`config.mk`:
```
export PLATFORM = sky130hd
export DESIGN_NAME = rxc_screen
export DESIGN_NICKNAME = d
export VERILOG_FILES = /design/src/rtl/rxc_pkg.sv /design/src/rtl/rxc_classify.sv /design/src/rtl/rxc_stage.sv /design/src/rtl/rxc_flow_state.sv /design/src/rtl/rxc_spc_status.sv /design/src/rtl/rxc_screen.sv
export SDC_FILE = /design/constraint.sdc
export NUM_CORES = 1
export LEC_CHECK = 0
export BUFFER_PORTS_ARGS = -buffer_cell sky130_fd_sc_hd__buf_4
export CAP_MARGIN = 10
export CORE_MARGIN = 10
export CORE_UTILIZATION = 38
export DETAILED_ROUTE_END_ITERATION = 6
export GPL_TIMING_DRIVEN = 0
export MAX_ROUTING_LAYER = met4
export PLACE_DENSITY = 0.78
export REMOVE_ABC_BUFFERS = 1
export SLEW_MARGIN = 40
export SYNTH_ARGS = -nofsm -noshare
export SYNTH_HDL_FRONTEND = slang
export SYNTH_SLANG_ARGS = --single-unit
```
`constraint.sdc`:
```
create_clock -name clk -period 0.9 [get_ports clk]
set_input_delay 0.09 -clock clk [delete_from_list [all_inputs] [get_ports clk]]
set_output_delay 0.09 -clock clk [all_outputs]
set_load 0.005 [all_outputs]
```
`src/rtl/rxc_pkg.sv`:
```
package rxc_pkg;

   localparam int NUM_PAIRS = 2;

   typedef enum logic [1:0] {
      FC_OFF    = 2'b00,
      FC_PAIR_B = 2'b01,
      FC_PAIR_A = 2'b10,
      FC_OFF_HI = 2'b11
   } fc_mode_e;

   typedef struct packed {
      logic store;
      logic pause;
      logic resume;
      logic spc;
   } verdict_t;

endpackage

```
`src/rtl/rxc_classify.sv`:
```
module rxc_classify
   import rxc_pkg::*;
#(
   parameter int DW = 8
) (
   input  logic [DW-1:0]                 rx_data_i,
   input  logic [NUM_PAIRS-1:0][DW-1:0]  pause_chars_i,
   input  logic [NUM_PAIRS-1:0][DW-1:0]  resume_chars_i,
   input  logic [DW-1:0]                 spc_char_i,
   input  logic [1:0]                    mode_i,
   input  logic                          spc_en_i,
   output verdict_t                      verdict_o
);

   logic [NUM_PAIRS-1:0] pair_en;
   logic [NUM_PAIRS-1:0] pause_hit;
   logic [NUM_PAIRS-1:0] resume_hit;

   always_comb begin
      pair_en = '0;
      case (fc_mode_e'(mode_i))
         FC_PAIR_A: pair_en[0] = 1'b1;
         FC_PAIR_B: pair_en[1] = 1'b1;
         default:   pair_en    = '0;
      endcase
   end

   for (genvar p = 0; p < NUM_PAIRS; p++) begin : g_pair
      assign pause_hit[p]  = pair_en[p] && (rx_data_i == pause_chars_i[p]);
      assign resume_hit[p] = pair_en[p] && (rx_data_i == resume_chars_i[p]);
   end

   always_comb begin
      verdict_o.pause  = |pause_hit;
      verdict_o.resume = (|resume_hit) && !(|pause_hit);
      verdict_o.spc    = spc_en_i && (rx_data_i == spc_char_i);
      verdict_o.store  = !((|pause_hit) || (|resume_hit));
   end

endmodule

```
`src/rtl/rxc_stage.sv`:
```
module rxc_stage
   import rxc_pkg::*;
#(
   parameter int DW      = 8,
   parameter int OUT_REG = 1
) (
   input  logic          clk,
   input  logic          rst_n,
   input  logic          vld_i,
   input  logic [DW-1:0] data_i,
   input  verdict_t      verdict_i,
   input  logic          irq_en_i,
   output logic          fifo_we_o,
   output logic [DW-1:0] fifo_wdata_o,
   output logic          xoff_irq_o,
   output logic          spc_irq_o
);

   logic we_d, xoff_d, sirq_d;

   assign we_d   = vld_i && verdict_i.store;
   assign xoff_d = vld_i && verdict_i.pause;
   assign sirq_d = vld_i && verdict_i.spc && irq_en_i;

   if (OUT_REG != 0) begin : g_reg
      always_ff @(posedge clk or negedge rst_n) begin
         if (!rst_n) begin
            fifo_we_o    <= 1'b0;
            fifo_wdata_o <= '0;
            xoff_irq_o   <= 1'b0;
            spc_irq_o    <= 1'b0;
         end else begin
            fifo_we_o    <= we_d;
            fifo_wdata_o <= data_i;
            xoff_irq_o   <= xoff_d;
            spc_irq_o    <= sirq_d;
         end
      end

      AST_WE_AFTER_STROBE: assert property (@(posedge clk) disable iff (!rst_n)
         fifo_we_o |-> $past(vld_i));
   end else begin : g_comb
      assign fifo_we_o    = we_d;
      assign fifo_wdata_o = data_i;
      assign xoff_irq_o   = xoff_d;
      assign spc_irq_o    = sirq_d;
   end

   AST_PAUSE_NOT_STORED: assert property (@(posedge clk) disable iff (!rst_n)
      xoff_irq_o |-> !fifo_we_o);

endmodule

```
`src/rtl/rxc_flow_state.sv`:
```
module rxc_flow_state (
   input  logic clk,
   input  logic rst_n,
   input  logic set_i,
   input  logic clr_i,
   output logic paused_o
);

   logic paused_q;

   always_ff @(posedge clk or negedge rst_n) begin
      if (!rst_n)     paused_q <= 1'b0;
      else if (set_i) paused_q <= 1'b1;
      else if (clr_i) paused_q <= 1'b0;
   end

   assign paused_o = paused_q;

   AST_PAUSE_NEEDS_SET: assert property (@(posedge clk) disable iff (!rst_n)
      $rose(paused_q) |-> $past(set_i));
   AST_RESUME_NEEDS_CLR: assert property (@(posedge clk) disable iff (!rst_n)
      $fell(paused_q) |-> $past(clr_i));

endmodule

```
`src/rtl/rxc_spc_status.sv`:
```
module rxc_spc_status (
   input  logic clk,
   input  logic rst_n,
   input  logic set_i,
   input  logic clr_i,
   output logic flag_o
);

   logic flag_q;

   always_ff @(posedge clk or negedge rst_n) begin
      if (!rst_n)     flag_q <= 1'b0;
      else if (set_i) flag_q <= 1'b1;
      else if (clr_i) flag_q <= 1'b0;
   end

   assign flag_o = flag_q;

   AST_FLAG_STICKY: assert property (@(posedge clk) disable iff (!rst_n)
      (flag_q && !clr_i && !set_i) |=> flag_q);
   AST_FLAG_SET_WINS: assert property (@(posedge clk) disable iff (!rst_n)
      set_i |=> flag_q);

endmodule

```
`src/rtl/rxc_screen.sv`:
```
module rxc_screen
   import rxc_pkg::*;
#(
   parameter int DW      = 8,
   parameter int OUT_REG = 1
) (
   input  logic          clk,
   input  logic          rst_n,
   input  logic          rx_valid,
   input  logic [DW-1:0] rx_data,
   input  logic [DW-1:0] pause_char_a,
   input  logic [DW-1:0] resume_char_a,
   input  logic [DW-1:0] pause_char_b,
   input  logic [DW-1:0] resume_char_b,
   input  logic [1:0]    fc_mode,
   input  logic          spc_en,
   input  logic          spc_irq_en,
   input  logic          isr_read,
   output logic          fifo_we,
   output logic [DW-1:0] fifo_wdata,
   output logic          xoff_irq,
   output logic          spc_irq,
   output logic          spc_flag,
   output logic          tx_paused
);

   if (DW < 5 || DW > 16) begin : g_bad_dw
      $error("rxc_screen: DW must lie in 5..16");
   end
   if (OUT_REG < 0 || OUT_REG > 1) begin : g_bad_outreg
      $error("rxc_screen: OUT_REG must be 0 or 1");
   end

   logic [NUM_PAIRS-1:0][DW-1:0] pause_arr;
   logic [NUM_PAIRS-1:0][DW-1:0] resume_arr;
   verdict_t                     verdict;

   assign pause_arr[0]  = pause_char_a;
   assign pause_arr[1]  = pause_char_b;
   assign resume_arr[0] = resume_char_a;
   assign resume_arr[1] = resume_char_b;

   rxc_classify #(.DW(DW)) u_classify (
      .rx_data_i      (rx_data),
      .pause_chars_i  (pause_arr),
      .resume_chars_i (resume_arr),
      .spc_char_i     (pause_char_b),
      .mode_i         (fc_mode),
      .spc_en_i       (spc_en),
      .verdict_o      (verdict)
   );

   rxc_stage #(.DW(DW), .OUT_REG(OUT_REG)) u_stage (
      .clk          (clk),
      .rst_n        (rst_n),
      .vld_i        (rx_valid),
      .data_i       (rx_data),
      .verdict_i    (verdict),
      .irq_en_i     (spc_irq_en),
      .fifo_we_o    (fifo_we),
      .fifo_wdata_o (fifo_wdata),
      .xoff_irq_o   (xoff_irq),
      .spc_irq_o    (spc_irq)
   );

   rxc_flow_state u_flow (
      .clk      (clk),
      .rst_n    (rst_n),
      .set_i    (rx_valid && verdict.pause),
      .clr_i    (rx_valid && verdict.resume),
      .paused_o (tx_paused)
   );

   rxc_spc_status u_status (
      .clk    (clk),
      .rst_n  (rst_n),
      .set_i  (rx_valid && verdict.spc),
      .clr_i  (isr_read),
      .flag_o (spc_flag)
   );

   if (OUT_REG != 0) begin : g_reg_checks
      AST_SPC_IRQ_HAS_FLAG: assert property (@(posedge clk) disable iff (!rst_n)
         spc_irq |-> spc_flag);
      AST_PAUSE_LEVEL_FOLLOWS_IRQ: assert property (@(posedge clk) disable iff (!rst_n)
         xoff_irq |-> tx_paused);
   end

endmodule

```
==> impl_results.md <==
- Cell depth of the worst flop-to-flop path: 2
- Global-route total usage across every layer: 0.1230
- Width of the chip: 65.33 µm
- Violated checks: negative setup slack
- Die ar.: 4267 µm²
- Total via count in the routed design: 809
- Number of hold violations in the final report: 0
- H-Tree Depth: 1
- Terminating pin of the worst hold path: u_status.flag_o
- Largest net degree at the start of global routing: 14
- Post-detailed-route via-to-cell ratio: 4.703
- Count of pins over their slew limit: 0
- Fmax: 1076 MHz
- Total DRC errors in the routed layout: 0
- Final cell utilization of the core: 0.7698
- Final Power: 1457 µW
- Share of synthesized cell area in full adder, half adder and majority cells: 0
- Cell area after synthesis: 780.7 µm²
- Post-synthesis cell count: 74
- Vias in the first global route: 888
- Xor and xnor fraction of the mapped netlist area: 0.3590
- Post-route cell area: 1510 µm²
- Kind of start point of the critical path: primary input
- Cts bufs inserted: 3
- Unrepaired setup endpoints after global routing: true
- Clock tree from TritonCTS: built
- Worst Path Arrival: 1090 ps
- First-pass DRT Iterations: 4
- Worst-path clk slew: 70 ps
- Clock tree root driver cell: sky130_fd_sc_hd__clkbuf_4
- Number of maximum-capacitance constraint violations: 0
- Outcome: finished, violations left
- Standard-cell row count: 16
- Standard cell area after detailed placement: 1250 µm²
- Synth Area per Inst: 10.55 µm²
- Multiplexer share of the synthesized area: 0
- Setup Slack @ Placement: -438.1 ps
- CP Data Required Time: 1060 ps
- Family of cells with the greatest summed delay on the critical path: compound AO/OA/AOI/OAI gates
- Cell-by-cell trace of the critical path: buf_4 > xor2_1 > nor4_2 > a31oi_1 > a211o_1
- Final-report setup violation count: 1
- Maximum fanout along the worst path: 5
- Slowest-stage cell, CP: sky130_fd_sc_hd__a211o_1
- Synthesis Warnings: 0
- Number of stages on the worst hold path: 2
- Overflow left after global routing: 0
- Slew Limit Headroom: 0.8350
- Reported leakage power: 0.0006796 µW
- Layout cells sized above 1: 0.5034
- Type of destination of the critical path: flop
- Setup skew after layout: 0 ps
- Worst slew pin tran: 246.6 ps
- Power per cell area: 964.5 nW/µm²
- Dominant combinational cell family by area after synthesis: XOR/XNOR gates
- Number of DRC violations after detailed-routing iteration 0: 16
- Post-layout net count: 194
- Die H: 65.33 µm
- Min-Delay Path Class: in2reg
- Insertion delay to the later sink of the worst-skew pair: 270 ps
- Category of the critical setup timing path: in2reg
- Final ANT Viol Nets: 0
- Cell types with the largest area share after synthesis: sky130_fd_sc_hd__dfrtp_1, sky130_fd_sc_hd__xnor2_1, sky130_fd_sc_hd__xor2_1
- Top-Level Pins: 61
- PortBufs: 60
- Hold Crit Start: isr_read
- Part of the Yosys area used for sequential elements: 0.4167
- Top cell type's share of synthesized area: 0.4167
- Worst Slack Setup Final: -29.77 ps
- Register bit count reported by yosys: 13
- Number of antenna violations at the first check in global routing: 0
- Bufs on Longest Clock Path: 2
- Post-synthesis simple-gate area fraction: 0.1458
- GPL Wtd Cong: 0.7507
- Final period demand of the worst path: 929.8 ps
- VDD IR max: 0.7365 mV
- Yosys top cell by area: sky130_fd_sc_hd__dfrtp_1
- Worst path max stage delay: 310 ps
- First-pass GRT wire length: 4.022 mm
- Average wire per cell in the routed design: 15.34 µm
- WP buf/inv: 1
- Sinks on the clock net: 13
- Estimated wirelength of the detail-placed design: 2.132 mm
- Fin Setup TNS: -29.77 ps
- Total Routed Length: 2.638 mm
- Post-synthesis compound-gate area fraction: 0.04968
- Area growth syn-to-layout: 93.43%
- Number of distinct standard cells referenced by the synthesized netlist: 19
- Worst R2R End: u_flow.paused_o
- Diode insertion count for antenna repair: 0
- Core area: 1962 µm²
- Initial standard-cell utilization of the core: 0.3980
- Share of the cycle needed by the critical path after routing: 1.033
- Worst reg2reg path startpoint: u_flow.paused_o
- Setup slack, reg-to-reg: 20 ps
## cell families after synthesis
logic type             after synthesis
XOR/XNOR                            32
AND/OR/NAND/NOR                     19
AO/OA/AOI/OAI                        5
buffers and inverters                5
flip-flops                          13
## cell usage in the layout (no fill, tap or decap), drive strengths merged
master / instances
nand4: 5
a211o: 1
a32oi: 1
inv: 2
xnor2: 26
nand3: 2
xor2: 6
nand2: 1
nor2b: 4
a31oi: 1
nor2: 2
o21ai: 1
clkbuf: 4
buf: 61
dfrtp: 13
and3: 2
nor3: 1
dlygate4sd3: 9
a32o: 1
nor4: 2
## how the worst max path moves through the flow
stage	startpoint	slack, ps	endpoint	depth (start not counted)
floorplan	rx_data[7]	-100	u_flow.paused_o	4
global placement	rx_data[3]	-390	u_flow.paused_o	6
detailed placement	rx_data[1]	-440	u_flow.paused_o	6
CTS	resume_char_b[3]	-40	u_flow.paused_o	6
global route	rx_data[6]	-110	u_stage.fifo_we_o	6
finish	rx_data[2]	-30	u_flow.paused_o	5
## flip-flops by register name (all words and copies together) (netlist names)
name	flops
u_stage.fifo_wdata_o	8
u_stage.xoff_irq_o	1
u_stage.spc_irq_o	1
u_status.flag_o	1
u_stage.fifo_we_o	1
u_flow.paused_o	1
## through the flow
step	std cells	hold WS, ps
final	172	14.72
after global routing	172	11.30
after CTS	170	5.742
after global placement	158	-65.90
after floorplan	71	-205.6
after detailed placement	158	-64.80
## final cells by class
class | count | area, µm²
Multi-Input combinational cell | 56 | 506.7
Sequential cell | 13 | 325.3
Inverter | 2 | 7.507
Timing Repair Buffer | 70 | 610.6
Clock buffer | 4 | 26.28
Fill cell | 126 | 451.7
Tap cell | 27 | 33.78
## synthesized netlist by cell type (all sizes together)
library cell,instances
xnor2,26
dfrtp,13
xor2,6
nand4,5
nor2b,4
clkbuf,3
and3,2
inv,2
nand3,2
nor2,2
nor4,2
a211o,1
a31oi,1
a32o,1
a32oi,1
nand2,1
nor3,1
o21ai,1
## routing by layer
layer,track usage,part of all wire,vias up
met4,0.07754,0.016,0
met3,0.03898,0.089,5
met5,-,0,-
met1,0.1303,0.42,362
li1,-,-,394
met2,0.1951,0.47,48
## power breakdown
group / total [µW] / internal [µW] / leakage [µW] / switching (µW)
combinational: 509 / 326 / 0.000509 / 183
clock: 337 / 172 / 0.0000150 / 165
sequential: 611 / 605 / 0.000156 / 5.71
## timing repair
item | in CTS | in global routing
pin swaps | 9 | 4
buffers inserted | 0 | 1
setup endpoints to repair | 3 | 7
hold buffers | 8 | 1
hold endpoints to repair | 20 | 1
gates resized for setup | 16 | 10
Note: power is estimated with default switching activity, not from simulation.
